**config.mk**
```make
export PLATFORM = sky130hd
export DESIGN_NAME = usbh_irq_status
export DESIGN_NICKNAME = d
export VERILOG_FILES = /design/src/rtl/usbh_irq_pkg.sv /design/src/rtl/usbh_line_sync.sv /design/src/rtl/usbh_line_filter.sv /design/src/rtl/usbh_irq_regs.sv /design/src/rtl/usbh_irq_status.sv
export SDC_FILE = /design/constraint.sdc
export NUM_CORES = 1
export LEC_CHECK = 0
export BUFFER_PORTS_ARGS = -buffer_cell sky130_fd_sc_hd__buf_4
export CAP_MARGIN = 20
export CORE_MARGIN = 3
export CORE_UTILIZATION = 49
export CTS_CLUSTER_DIAMETER = 60
export DETAILED_ROUTE_END_ITERATION = 16
export GPL_TIMING_DRIVEN = 0
export HOLD_SLACK_MARGIN = 0.06
export PLACE_DENSITY = 0.8
export SLEW_MARGIN = 20
export SYNTH_ARGS = -nofsm -noshare
export SYNTH_HDL_FRONTEND = slang
export SYNTH_SLANG_ARGS = --single-unit
```
**constraint.sdc**
```tcl
create_clock -name clk -period 5 [get_ports clk]
set_input_delay 0.5 -clock clk [delete_from_list [all_inputs] [get_ports clk]]
set_output_delay 0.5 -clock clk [all_outputs]
set_load 0.05 [all_outputs]
```
**src/rtl/usbh_irq_pkg.sv**
```systemverilog
package usbh_irq_pkg;

    typedef enum logic [1:0] {
        LS_SE0 = 2'd0,
        LS_J   = 2'd1,
        LS_K   = 2'd2,
        LS_SE1 = 2'd3
    } line_e;

    typedef struct packed {
        logic resume;
        logic conn;
        logic sof;
        logic done_b;
        logic done_a;
    } flags_t;

    localparam int BIT_DONE_A = 0;
    localparam int BIT_DONE_B = 1;
    localparam int BIT_SOF    = 4;
    localparam int BIT_CONN   = 5;
    localparam int BIT_DEV    = 6;
    localparam int BIT_DP     = 7;

endpackage

```
**src/rtl/usbh_line_sync.sv**
```systemverilog
module usbh_line_sync #(
    parameter int STAGES = 2
) (
    input  logic       clk,
    input  logic       rst_n,
    input  logic [1:0] raw_i,
    output logic [1:0] sync_o
);
    logic [1:0] stage_q [STAGES];
    logic [1:0] stage_d [STAGES];

    always_comb begin
        stage_d[0] = raw_i;
        for (int i = 1; i < STAGES; i++) begin
            stage_d[i] = stage_q[i-1];
        end
    end

    generate
        for (genvar g = 0; g < STAGES; g++) begin : g_stage
            always_ff @(posedge clk or negedge rst_n) begin
                if (!rst_n) stage_q[g] <= 2'b00;
                else        stage_q[g] <= stage_d[g];
            end
        end
    endgenerate

    assign sync_o = stage_q[STAGES-1];
endmodule

```
**src/rtl/usbh_line_filter.sv**
```systemverilog
module usbh_line_filter
    import usbh_irq_pkg::*;
#(
    parameter int STABLE_CLKS = 4
) (
    input  logic  clk,
    input  logic  rst_n,
    input  logic  dp_i,
    input  logic  dm_i,
    input  logic  low_speed_i,
    output line_e state_o,
    output logic  attach_o,
    output logic  detach_o
);
    localparam int CNT_W   = (STABLE_CLKS > 1) ? $clog2(STABLE_CLKS) : 1;
    localparam int CNT_MAX = STABLE_CLKS - 1;

    typedef struct packed {
        line_e             cand;
        line_e             filt;
        logic [CNT_W-1:0]  cnt;
    } filt_st_t;

    filt_st_t st_d, st_q;
    line_e    raw;

    always_comb begin
        unique case ({dp_i, dm_i})
            2'b00:   raw = LS_SE0;
            2'b11:   raw = LS_SE1;
            default: raw = (dp_i != low_speed_i) ? LS_J : LS_K;
        endcase
    end

    always_comb begin
        st_d = st_q;
        if (raw != st_q.cand) begin
            st_d.cand = raw;
            st_d.cnt  = '0;
        end else if (st_q.cnt != CNT_W'(CNT_MAX)) begin
            st_d.cnt = st_q.cnt + 1'b1;
        end else begin
            st_d.filt = st_q.cand;
        end
    end

    always_ff @(posedge clk or negedge rst_n) begin
        if (!rst_n) st_q <= '{cand: LS_SE0, filt: LS_SE0, cnt: '0};
        else        st_q <= st_d;
    end

    assign state_o  = st_q.filt;
    assign attach_o = (st_q.filt == LS_SE0) && (st_d.filt == LS_J);
    assign detach_o = (st_q.filt == LS_J)   && (st_d.filt == LS_SE0);

    // attach and detach never coincide
    a_r6_one_edge: assert property (@(posedge clk) disable iff (!rst_n)
        $onehot0({attach_o, detach_o}));

    // an accepted state was already the held candidate before the edge
    a_r7_commit_stable: assert property (@(posedge clk) disable iff (!rst_n)
        (st_d.filt != st_q.filt) |-> (st_q.cand == raw));
endmodule

```
**src/rtl/usbh_irq_regs.sv**
```systemverilog
module usbh_irq_regs
    import usbh_irq_pkg::*;
(
    input  logic   clk,
    input  logic   rst_n,
    input  logic   wr_i,
    input  logic [7:0] wdata_i,
    input  flags_t set_i,
    input  logic   resume_mode_i,
    output flags_t flags_o
);
    flags_t flags_d, flags_q;
    flags_t clr;

    always_comb begin
        clr = '0;
        if (wr_i) begin
            clr.done_a = wdata_i[BIT_DONE_A];
            clr.done_b = wdata_i[BIT_DONE_B];
            clr.sof    = wdata_i[BIT_SOF];
            clr.conn   = wdata_i[BIT_CONN];
            clr.resume = wdata_i[BIT_DEV];
        end
        flags_d = (flags_q & ~clr) | set_i;
        if (!resume_mode_i) flags_d.resume = 1'b0;
    end

    always_ff @(posedge clk or negedge rst_n) begin
        if (!rst_n) flags_q <= '0;
        else        flags_q <= flags_d;
    end

    assign flags_o = flags_q;

    // an event always leaves its bit set
    a_r5_event_wins: assert property (@(posedge clk) disable iff (!rst_n)
        set_i.done_a |=> flags_q.done_a);
    // write-1 with no event clears
    a_r4_clear: assert property (@(posedge clk) disable iff (!rst_n)
        (wr_i && wdata_i[BIT_DONE_B] && !set_i.done_b) |=> !flags_q.done_b);
    // a pending bit holds unless cleared
    a_r4_hold: assert property (@(posedge clk) disable iff (!rst_n)
        (flags_q.sof && !(wr_i && wdata_i[BIT_SOF])) |=> flags_q.sof);
endmodule

```
**src/rtl/usbh_irq_status.sv**
```systemverilog
module usbh_irq_status
    import usbh_irq_pkg::*;
#(
    parameter int SYNC_STAGES = 2,
    parameter int STABLE_CLKS = 4
) (
    input  logic       clk,
    input  logic       rst_n,
    input  logic       reg_wr,
    input  logic [7:0] reg_wdata,
    output logic [7:0] status_rdata,
    output logic       irq,
    input  logic       done_a,
    input  logic       done_b,
    input  logic       frame_tick,
    input  logic       resume_evt,
    input  logic       resume_mode,
    input  logic       low_speed,
    input  logic       usb_dp,
    input  logic       usb_dm
);
    logic [1:0] line_sync;
    line_e      line_state;
    logic       attach, detach;
    flags_t     set_ev, flags;

    usbh_line_sync #(.STAGES(SYNC_STAGES)) u_sync (
        .clk    (clk),
        .rst_n  (rst_n),
        .raw_i  ({usb_dp, usb_dm}),
        .sync_o (line_sync)
    );

    usbh_line_filter #(.STABLE_CLKS(STABLE_CLKS)) u_filter (
        .clk         (clk),
        .rst_n       (rst_n),
        .dp_i        (line_sync[1]),
        .dm_i        (line_sync[0]),
        .low_speed_i (low_speed),
        .state_o     (line_state),
        .attach_o    (attach),
        .detach_o    (detach)
    );

    always_comb begin
        set_ev        = '0;
        set_ev.done_a = done_a;
        set_ev.done_b = done_b;
        set_ev.sof    = frame_tick;
        set_ev.conn   = attach | detach;
        set_ev.resume = resume_evt & resume_mode;
    end

    usbh_irq_regs u_regs (
        .clk           (clk),
        .rst_n         (rst_n),
        .wr_i          (reg_wr),
        .wdata_i       (reg_wdata),
        .set_i         (set_ev),
        .resume_mode_i (resume_mode),
        .flags_o       (flags)
    );

    always_comb begin
        status_rdata             = '0;
        status_rdata[BIT_DONE_A] = flags.done_a;
        status_rdata[BIT_DONE_B] = flags.done_b;
        status_rdata[BIT_SOF]    = flags.sof;
        status_rdata[BIT_CONN]   = flags.conn;
        status_rdata[BIT_DEV]    = resume_mode ? flags.resume : (line_state == LS_SE0);
        status_rdata[BIT_DP]     = line_sync[1];
    end

    assign irq = flags.done_a | flags.done_b | flags.sof | flags.conn
               | (resume_mode & flags.resume);

    // a quiet interrupt line means no transfer, timer or cable flag pending
    a_r12_irq_quiet: assert property (@(posedge clk) disable iff (!rst_n)
        !irq |-> (status_rdata[1:0] == 2'b00 && status_rdata[5:4] == 2'b00));
    // a done pulse raises the interrupt on the next cycle
    a_r2_done_irq: assert property (@(posedge clk) disable iff (!rst_n)
        (done_a || done_b) |=> irq);
endmodule

```
==> results.cfg, run 1 <==
[run_status]
outcome = completed

[layout]
drive_above_1_share_pct = 42.7
design_area_um2 = 935
regArea_um2 = 375
fillers = 117
antenna_cells = 0
area_growth_pct = 31.7
layout.nets = 110
multiInputGateArea_um2 = 285
final_util_pct = 70.1

[pwr]
switchingPower_uw = 73.0
power_leakage_uw = 0.000455
pwr-share-seq_pct = 53.2
cellInternalPower_uw = 186
p_clk_share_pct = 25.4
peakVddDrop_uv = 208
swShare_pct = 28.2
comb_power_share_pct = 21.4
p_per_area_nw_per_um2 = 277

[run]
maxCapViolations = 0

[routing]
ant_nets = 0
drt-initial-drc-count = 7
firstDrtPassIters = 4
vias_per_cell = 5.13
wirelength_um = 1260
drcViolationCount = 0
num_vias = 534
wl_per_cell_um = 12.1

[global_routing]
grt-ovfl-total = 0
grt_pass1_vias = 491
grt_use_met2_pct = 23.0
use_met1_pct = 17.2
busiest_layer = met2
met3_usage_pct = 4.88
track_usage_pct = 13.9
grt_pass1_wl_um = 1970
grt_max_degree = 16
antenna_found_initial = 0

[floorplanning]
pin_count = 28
core_area_um2 = 1330
die_h_um = 44.1
initial_core_util_pct = 53.2
rows = 13
fp.dieW_um = 44.1
floorplan.die_area_um2 = 1940

[clock_network]
clk_path_buf_depth = 2
cts_tree = built
h-tree-depth = 1
cts_sinks = 15
clockRootBuffer = clkbuf_4
worstSkewPairLatency_ns = 0.27
numCtsBuffers = 3
clk_pin_slew_ns = 0.09
cts_setup_buffers = 0
cts_resized = 0

[worst_setup_path]
crit_fanout = 3
worstSetupPathType = register to primary output
start_kind = register
cp-end-kind = primary output
critical_path_required_ns = 4.50
worst_ep_arrival_time_ns = 1.26

[placement]
gp_congestion = 0.759
io_buffers = 22
place_area_um2 = 897

[hold_path]
min_path_type = primary input to register

[synth]
synth.avg_cell_area_um2 = 11.6
yosys_warnings = 0
synth_seq_cells = 15
syn-instance-count = 61
syn_area_um2 = 709
synth.distinct_cells = 25
seq_area_frac_synth_pct = 52.9

[sta]
skew_ns = 0.00482
setup_tns_ns = 0
min_period_over_period_pct = 35.3
finalCriticalPeriod_ns = 1.76
fmax_mhz = 567
slew_viol_final = 0
hold_viol = 0
rsz0062_at_grt = false
setup_viol = 0
cells in the mapped netlist:
cell       n  area, um2
or2_1      1       6.26
a21oi_1    2       10.0
nand3b_1   1       7.51
nor3_1     2       10.0
buf_4      7       52.6
xnor2_1    1       8.76
mux2_2     2       22.5
o21a_1     1       7.51
nor2_1     2       7.51
o31ai_1    1       7.51
ha_1       1       12.5
a21o_1     3       22.5
conb_1     1       3.75
or3_1      1       6.26
mux2i_1    1       10.0
dfrtp_1   15        375
nand2_1    9       33.8
nor4_1     1       6.26
mux2_4     2       30.0
a211oi_1   1       7.51
o31a_4     1       17.5
xor2_1     1       8.76
a22o_1     1       8.76
nor2b_1    1       6.26
nor4bb_1   2       20.0
critical path, cell delays in order, from the launching register on:
cell	delay, ns
dfrtp_1	0.40
nor4_1	0.31
nand2_1	0.09
buf_4	0.19
registers in the layout (all words and copies together), names as in the netlist:
| register | flops |
|---|---|
| u_filter.st_q | 4 |
| u_regs.flags_o | 5 |
| u_sync.sync_o | 2 |
| u_sync.stage_d | 2 |
| u_filter.state_o | 2 |
layout by cell type, fill, tap and decap left out:
cell type      count
nor4bb_1           2
a211oi_1           1
dlygate4sd3_1      1
buf_4             29
mux2_2             2
nor2_1             2
o31ai_1            1
mux2_4             2
or3_1              1
conb_1             2
xor2_1             1
nor4_1             1
mux2i_1            1
a22o_1             1
nor3_1             2
o31a_4             1
clkinv_2           1
o21a_1             1
xnor2_1            1
clkbuf_4           3
nand3b_1           1
nand2_1            9
dfrtp_1           15
nor2b_1            1
a21o_1             3
a21oi_1            2
or2_1              1
ha_1               1
through the flow:
| stage | cells | hold slack [ns] | worst slack, ns | total power, uW |
|---|---|---|---|---|
| floorplan | 62 | 0.204 | 2.82 | 173 |
| global placement | 99 | 0.334 | 3.24 | 193 |
| detailed placement | 99 | 0.343 | 3.19 | 195 |
| CTS | 104 | 0.321 | 3.23 | 262 |
| global route | 104 | 0.312 | 3.19 | 272 |
| finish | 104 | 0.331 | 3.24 | 259 |
worst paths after layout:
check	from	end	slack, ns	cells after the start
worst max-delay path	u_regs.flags_o[0]	irq	3.24	3
max in group asynchronous	rst_n	u_filter.st_q[1]	4.21	2
worst max register to register	u_filter.st_q[5]	u_filter.state_o[1]	3.29	4
worst min-delay path	usb_dm	u_sync.stage_d[0]	0.33	1
worst min register to register	u_sync.stage_d[0]	u_sync.sync_o[0]	0.36	0
min in group asynchronous	rst_n	u_regs.flags_o[2]	0.61	2
power by group through the flow:
stage	Sequential (uW)	Clock, uW	Combinational [uW]
floorplan	138	0	35.8
global placement	139	0	53.7
detailed placement	140	0	55.2
CTS	137	69.1	55.9
global route	139	73.1	59.7
finish	138	65.7	55.3
kinds of logic after synthesis:
logic type	share of synthesized area, %
compound gates	11.5
xor+xnor	2.47
fa+ha+maj	1.76
buf+inv	7.41
flops	52.9
mux	8.82
other cells	0.529
simple gates	14.6
layout make-up:
| cell class | instances | share of cell area (%) |
|---|---|---|
| sequential | 15 | 40.2 |
| multi-input combinational | 40 | 30.5 |
| timing repair buffer | 23 | 18.7 |
| buffer | 7 | 5.62 |
| clock buffer | 3 | 2.41 |
| tap | 15 | 2.01 |
| clock inverter | 1 | 0.535 |
routing by layer:
metal	wire, um	vias to the layer above
li1	-	259
met1	537	262
met2	652	13
met3	66	0
met4	0	0
met5	0	-
what timing repair did:
action	CTS	global route
setup endpoints to repair	0	0
hold buffers	1	0
hold endpoints to repair	2	0
Power figures use the tool's default switching activity.
==> inputs of run 2 (changes only) <==
--- a/config.mk
+++ b/config.mk
@@ -5,15 +5,16 @@
 export SDC_FILE = /design/constraint.sdc
 export NUM_CORES = 1
 export LEC_CHECK = 0
+export ABC_AREA = 1
 export BUFFER_PORTS_ARGS = -buffer_cell sky130_fd_sc_hd__buf_4
 export CAP_MARGIN = 20
 export CORE_MARGIN = 3
-export CORE_UTILIZATION = 49
+export CORE_UTILIZATION = 46
 export CTS_CLUSTER_DIAMETER = 60
 export DETAILED_ROUTE_END_ITERATION = 16
 export GPL_TIMING_DRIVEN = 0
 export HOLD_SLACK_MARGIN = 0.06
-export PLACE_DENSITY = 0.8
+export PLACE_DENSITY = 0.76
 export SLEW_MARGIN = 20
 export SYNTH_ARGS = -nofsm -noshare
 export SYNTH_HDL_FRONTEND = slang
==> constraint.sdc (replaced) <==
create_clock -name clk -period 1.84 [get_ports clk]
set_input_delay 0.184 -clock clk [delete_from_list [all_inputs] [get_ports clk]]
set_output_delay 0.184 -clock clk [all_outputs]
set_load 0.05 [all_outputs]
==> results.cfg, run 2 <==
[clock_network]
h-tree-depth = 1
clk_pin_slew_ns = 0.09
worstSkewPairLatency_ns = 0.28
cts_tree = built
cts_sinks = 15
clockRootBuffer = clkbuf_4
cts_setup_buffers = 0
numCtsBuffers = 3
cts_resized = 0
clk_path_buf_depth = 2
cts_hold_buf = 3

[synth]
synth.avg_cell_area_um2 = 9.07
synth_area_leaders = dfrtp_1, nand2_1, buf_4
synth.distinct_cells = 23
yosysMostFrequentCell = nand2_1
synthSimpleGateAreaFrac_pct = 23.3
yosysTopAreaCellShare_pct = 51.1
syn_area_um2 = 734
syn-instance-count = 81
synth_top_family_by_area = simple AND/OR/NAND/NOR gates
synth_common_cells = nand2_1, dfrtp_1, buf_4
synth_seq_cells = 15
seq_area_frac_synth_pct = 51.1
yosysTopAreaCell = dfrtp_1
synthMuxAreaShare_pct = 1.36
synth-adder-area-share_pct = 1.70
ys.flop_type = dfrtp_1
synth_xor_xnor_area_share_pct = 1.19
synth_compound_area_share_pct = 8.86
synthArstFlopShare_pct = 100
synth_edf_count = 0
yosys_warnings = 0

[pwr]
cellInternalPower_uw = 597
comb_power_share_pct = 37.1
power_leakage_uw = 0.000522
swShare_pct = 37.1
switchingPower_uw = 352
p_per_area_nw_per_um2 = 968
pwr-share-seq_pct = 43.4
peakVddDrop_uv = 579
p_clk_share_pct = 19.5
power_uw = 949

[global_routing]
grt_pass1_wl_um = 2260
track_usage_pct = 14.8
antenna_found_initial = 0
grt_pass1_vias = 575
grt_max_degree = 16
grt-ovfl-total = 0

[layout]
layout.nets = 132
layout_common_cells = buf_4, nand2_1, dfrtp_1
antenna_cells = 0
drive_above_1_share_pct = 39.6
area_growth_pct = 33.4
fillers = 109
regArea_um2 = 375
multiInputGateArea_um2 = 275
final_common_cell = buf_4
largest_register_ffs = 5
final_util_pct = 70.0

[sta]
min_period_over_period_pct = 77.6
slew_viol_final = 0
holdWs_ns = 0.0766
setup_ws_ns = 0.412
setup_tns_ns = 0
rsz0062_at_grt = false
hold_viol = 0
fmax_mhz = 700
finalCriticalPeriod_ns = 1.43
setup_viol = 0
skew_ns = 0.00227

[hold_path]
hold_path_end = u_regs.flags_o[1]
hold_depth = 2
min_path_type = primary input to register
hp-start = done_b

[worst_setup_path]
worstSetupPathType = register to primary output
crit_fanout = 3
worst_ep_arrival_time_ns = 1.24
start_kind = register
r2r_end = u_regs.flags_o[3]
worstRegToRegCells = 8
r2r_start = u_filter.st_q[0]
cp-end-kind = primary output
critical_path_required_ns = 1.66
r2r_setup_slack_ns = 0.46

[floorplanning]
rows = 13
die_h_um = 46.0
floorplan.die_area_um2 = 2110
core_area_um2 = 1400
initial_core_util_pct = 52.5
pin_count = 28
fp.dieW_um = 46.0

[routing]
wl_per_cell_um = 10.8
drcViolationCount = 0
firstDrtPassIters = 4
ant_nets = 0
wirelength_um = 1360
vias_per_cell = 4.90
num_vias = 617
drt-initial-drc-count = 6

[placement]
pre_cts_ws_ns = 0.474
dp_hpwl_um = 1110
io_buffers = 22
gp_congestion = 0.774

[run]
maxCapViolations = 0

[run_status]
outcome = completed
==> run 2: cell types whose count changed in the layout (fill, tap and decap cells not counted), moves of 2 or more <==
cell           change
nand3_1            +4
mux2_2             -2
mux2_4             -2
o21ai_0            +3
inv_2              +3
nand2_2            +6
inv_1              +5
nand2_1           +10
dlygate4sd3_1      +2
nor4bb_1           -2
nor3_1             -2
==> run 2: power groups by stage <==
stage          Clock [uW]  Combinational, uW  Sequential (uW)
2_1_floorplan           0                257              407
3_3_place_gp            0                342              415
3_5_place_dp            0                351              418
4_1_cts               191                356              413
5_1_grt               206                388              417
6_report              185                352              411
==> run 2: worst max path at each step <==
stage | startpoint | to | slack, ns
2_1_floorplan | u_filter.state_o[1] | status_rdata[6] | 0.06
3_3_place_gp | u_filter.st_q[0] | u_regs.flags_o[3] | 0.50
4_1_cts | u_regs.flags_o[0] | irq | 0.40
3_5_place_dp | u_filter.st_q[0] | u_regs.flags_o[3] | 0.47
6_report | u_regs.flags_o[0] | irq | 0.41
5_1_grt | u_filter.state_o[1] | status_rdata[6] | 0.31
==> run 2: per-stage QoR <==
step           std cells  cell area [um2]
3_3_place_gp         119              922
4_1_cts              126              980
3_5_place_dp         119              922
6_report             126              980
5_1_grt              126              980
2_1_floorplan         82              738
==> run 2: critical path: stages, from the launching register on <==
cell and delay, ns:
dfrtp_1 0.41, nor4_1 0.28, nand2_1 0.09, buf_4 0.20
==> run 2: logic make-up after synthesis <==
logic type / count (synthesis)
AO/OA/AOI/OAI: 10
XOR/XNOR: 1
adder cells (fa/ha/maj): 1
buffers and inverters: 16
flip-flops: 15
multiplexers: 1
other: 1
AND/OR/NAND/NOR: 36
==> run 2: routing by layer <==
metal / global-route usage (%) / share of wire, % / vias to the layer above
li1: - / - / 306
met1: 18.2 / 44 / 286
met2: 24.5 / 48 / 23
met3: 3.16 / 7.0 / 2
met4: 6.82 / 0.52 / 0
met5: 0 / 0 / -
==> run 2: layout make-up <==
cell class / count / area share, %
flip-flops and latches: 15 / 38.3
multi-input cells: 51 / 28.1
repair buffers: 25 / 19.9
plain buffers: 8 / 5.87
inverters: 8 / 3.07
clock buffers: 3 / 2.30
well taps: 15 / 1.92
clock inverters: 1 / 0.511
==> inputs of run 3 (changes only) <==
==> constraint.sdc (replaced) <==
create_clock -name clk -period 1.4 [get_ports clk]
set_input_delay 0.14 -clock clk [delete_from_list [all_inputs] [get_ports clk]]
set_output_delay 0.14 -clock clk [all_outputs]
set_load 0.05 [all_outputs]
==> results.cfg, run 3 (synthesis results as in run 2) <==
[worst_setup_path]
crit_family = flip-flops
r2r_end = u_regs.flags_o[3]
r2r_start = u_filter.st_q[0]
cp-end-kind = primary output
r2r_setup_slack_ns = 0.13
worstRegToRegCells = 7
crit_buf_inv = 1
start_kind = register
endpoint = irq
critical_path_required_ns = 1.26
critical_path.max_stage_delay_ns = 0.41
crit_slowest_cell = dfrtp_1
worstSetupPathType = register to primary output
path_cells = nor4_2, nand2_1, buf_6
crit_fanout = 3
worst_ep_arrival_time_ns = 1.22
path_depth = 3
crit_path_start = u_regs.flags_o[0]

[pwr]
pwr-share-seq_pct = 41.9
p_per_area_nw_per_um2 = 1250
swShare_pct = 37.7
p_clk_share_pct = 18.9
comb_power_share_pct = 39.2
cellInternalPower_uw = 811
power_leakage_uw = 0.000534
peakVddDrop_uv = 1120
switchingPower_uw = 491

[global_routing]
antenna_found_initial = 0
grt-ovfl-total = 0
grt_pass1_wl_um = 2540
grt_max_degree = 16
grt_pass1_vias = 615
track_usage_pct = 18.1

[layout]
final_common_cell = buf_4
largest_register_ffs = 5
layout_common_cells = buf_4, nand2_1, dfrtp_1
area_growth_pct = 41.6
antenna_cells = 0
drive_above_1_share_pct = 41.2
design_area_um2 = 1040
layout.nets = 135

[placement]
io_buffers = 22
place_area_um2 = 922
gp_congestion = 0.705
dp_hpwl_um = 1070

[sta]
finalCriticalPeriod_ns = 1.36
setup_tns_ns = 0
fmax_mhz = 737
slew_viol_final = 0
skew_ns = 0.00814
setup_viol = 0
min_period_over_period_pct = 96.9
hold_viol = 0
rsz0062_at_grt = true

[floorplanning]
initial_core_util_pct = 52.5
floorplan.die_area_um2 = 2110
pin_count = 28
rows = 13
die_h_um = 46.0
core_area_um2 = 1400
fp.dieW_um = 46.0

[clock_network]
worstSkewPairLatency_ns = 0.29
clk_pin_slew_ns = 0.09
numCtsBuffers = 3
clk_path_buf_depth = 2
h-tree-depth = 1
cts_setup_buffers = 0
clockRootBuffer = clkbuf_4
cts_sinks = 15
cts_tree = built

[routing]
firstDrtPassIters = 4
drcViolationCount = 0
vias_per_cell = 4.88
num_vias = 630
wl_per_cell_um = 11.9
drt-initial-drc-count = 7
wirelength_um = 1530
ant_nets = 0

[hold_path]
min_path_type = primary input to register

[run]
maxCapViolations = 0

[run_status]
outcome = completed
-- run 3: through the flow --
| step | hold slack [ns] | utilization (%) | instances | power (uW) | setup WS [ns] |
|---|---|---|---|---|---|
| 2_1_floorplan | -0.156 | - | 82 | 875 | 0.0455 |
| 6_report | 0.0881 | 74.3 | 129 | 1300 | 0.0431 |
| 3_5_place_dp | 0.00532 | 65.9 | 119 | 1010 | -0.000965 |
| 3_3_place_gp | 0.00218 | 65.9 | 119 | 998 | 0.0675 |
| 4_1_cts | 0.0713 | 73.3 | 130 | 1270 | 0.00818 |
| 5_1_grt | 0.0847 | 74.3 | 129 | 1390 | -0.0363 |
-- run 3: worst min path at each step --
stage | startpoint | to | slack (ns) | cells after the start
6_report | resume_mode | u_regs.flags_o[4] | 0.09 | 2
5_1_grt | resume_mode | u_regs.flags_o[4] | 0.08 | 2
4_1_cts | resume_mode | u_regs.flags_o[4] | 0.07 | 2
3_5_place_dp | rst_n | u_filter.st_q[4] | 0.005 | 1
3_3_place_gp | rst_n | u_filter.st_q[4] | 0.002 | 1
2_1_floorplan | rst_n | u_filter.st_q[0] | -0.16 | 0
-- run 3: layout make-up --
type	instances	area [um2]
well taps	15	18.8
flip-flops and latches	15	375
clock buffers	4	26.3
fillers	110	359
multi-input cells	51	294
inverters	8	30.0
plain buffers	7	52.6
repair buffers	29	243
-- run 3: power groups by stage --
stage / Clock, uW / Sequential [uW] / Combinational, uW
finish: 246 / 546 / 511
global route: 272 / 555 / 559
CTS: 254 / 544 / 477
detailed placement: 0 / 546 / 462
global placement: 0 / 545 / 453
floorplan: 0 / 535 / 339
-- run 3: metal layers --
metal,track usage [%],wire length [um]
met1,21.0,636
met2,28.0,772
met3,5.93,83
met4,11.9,39
met5,0,0
-- run 3: timing repair --
action | 4_1_cts | 5_1_grt
cloned | 0 | 0
endpoints found under the hold margin | 21 | 0
resized for setup | 2 | 6
setup endpoints to repair | 2 | 3
hold buffers | 7 | 0
pin swaps | 0 | 0
-- run 3: worst register-to-register path, stage by stage (launching register included) --
cell and delay, ns:
dfrtp_1 0.40, ha_2 0.25, o21ai_1 0.15, nand3_1 0.12, nand2_2 0.10, inv_2 0.03
nand3_1 0.06, nand2_1 0.05
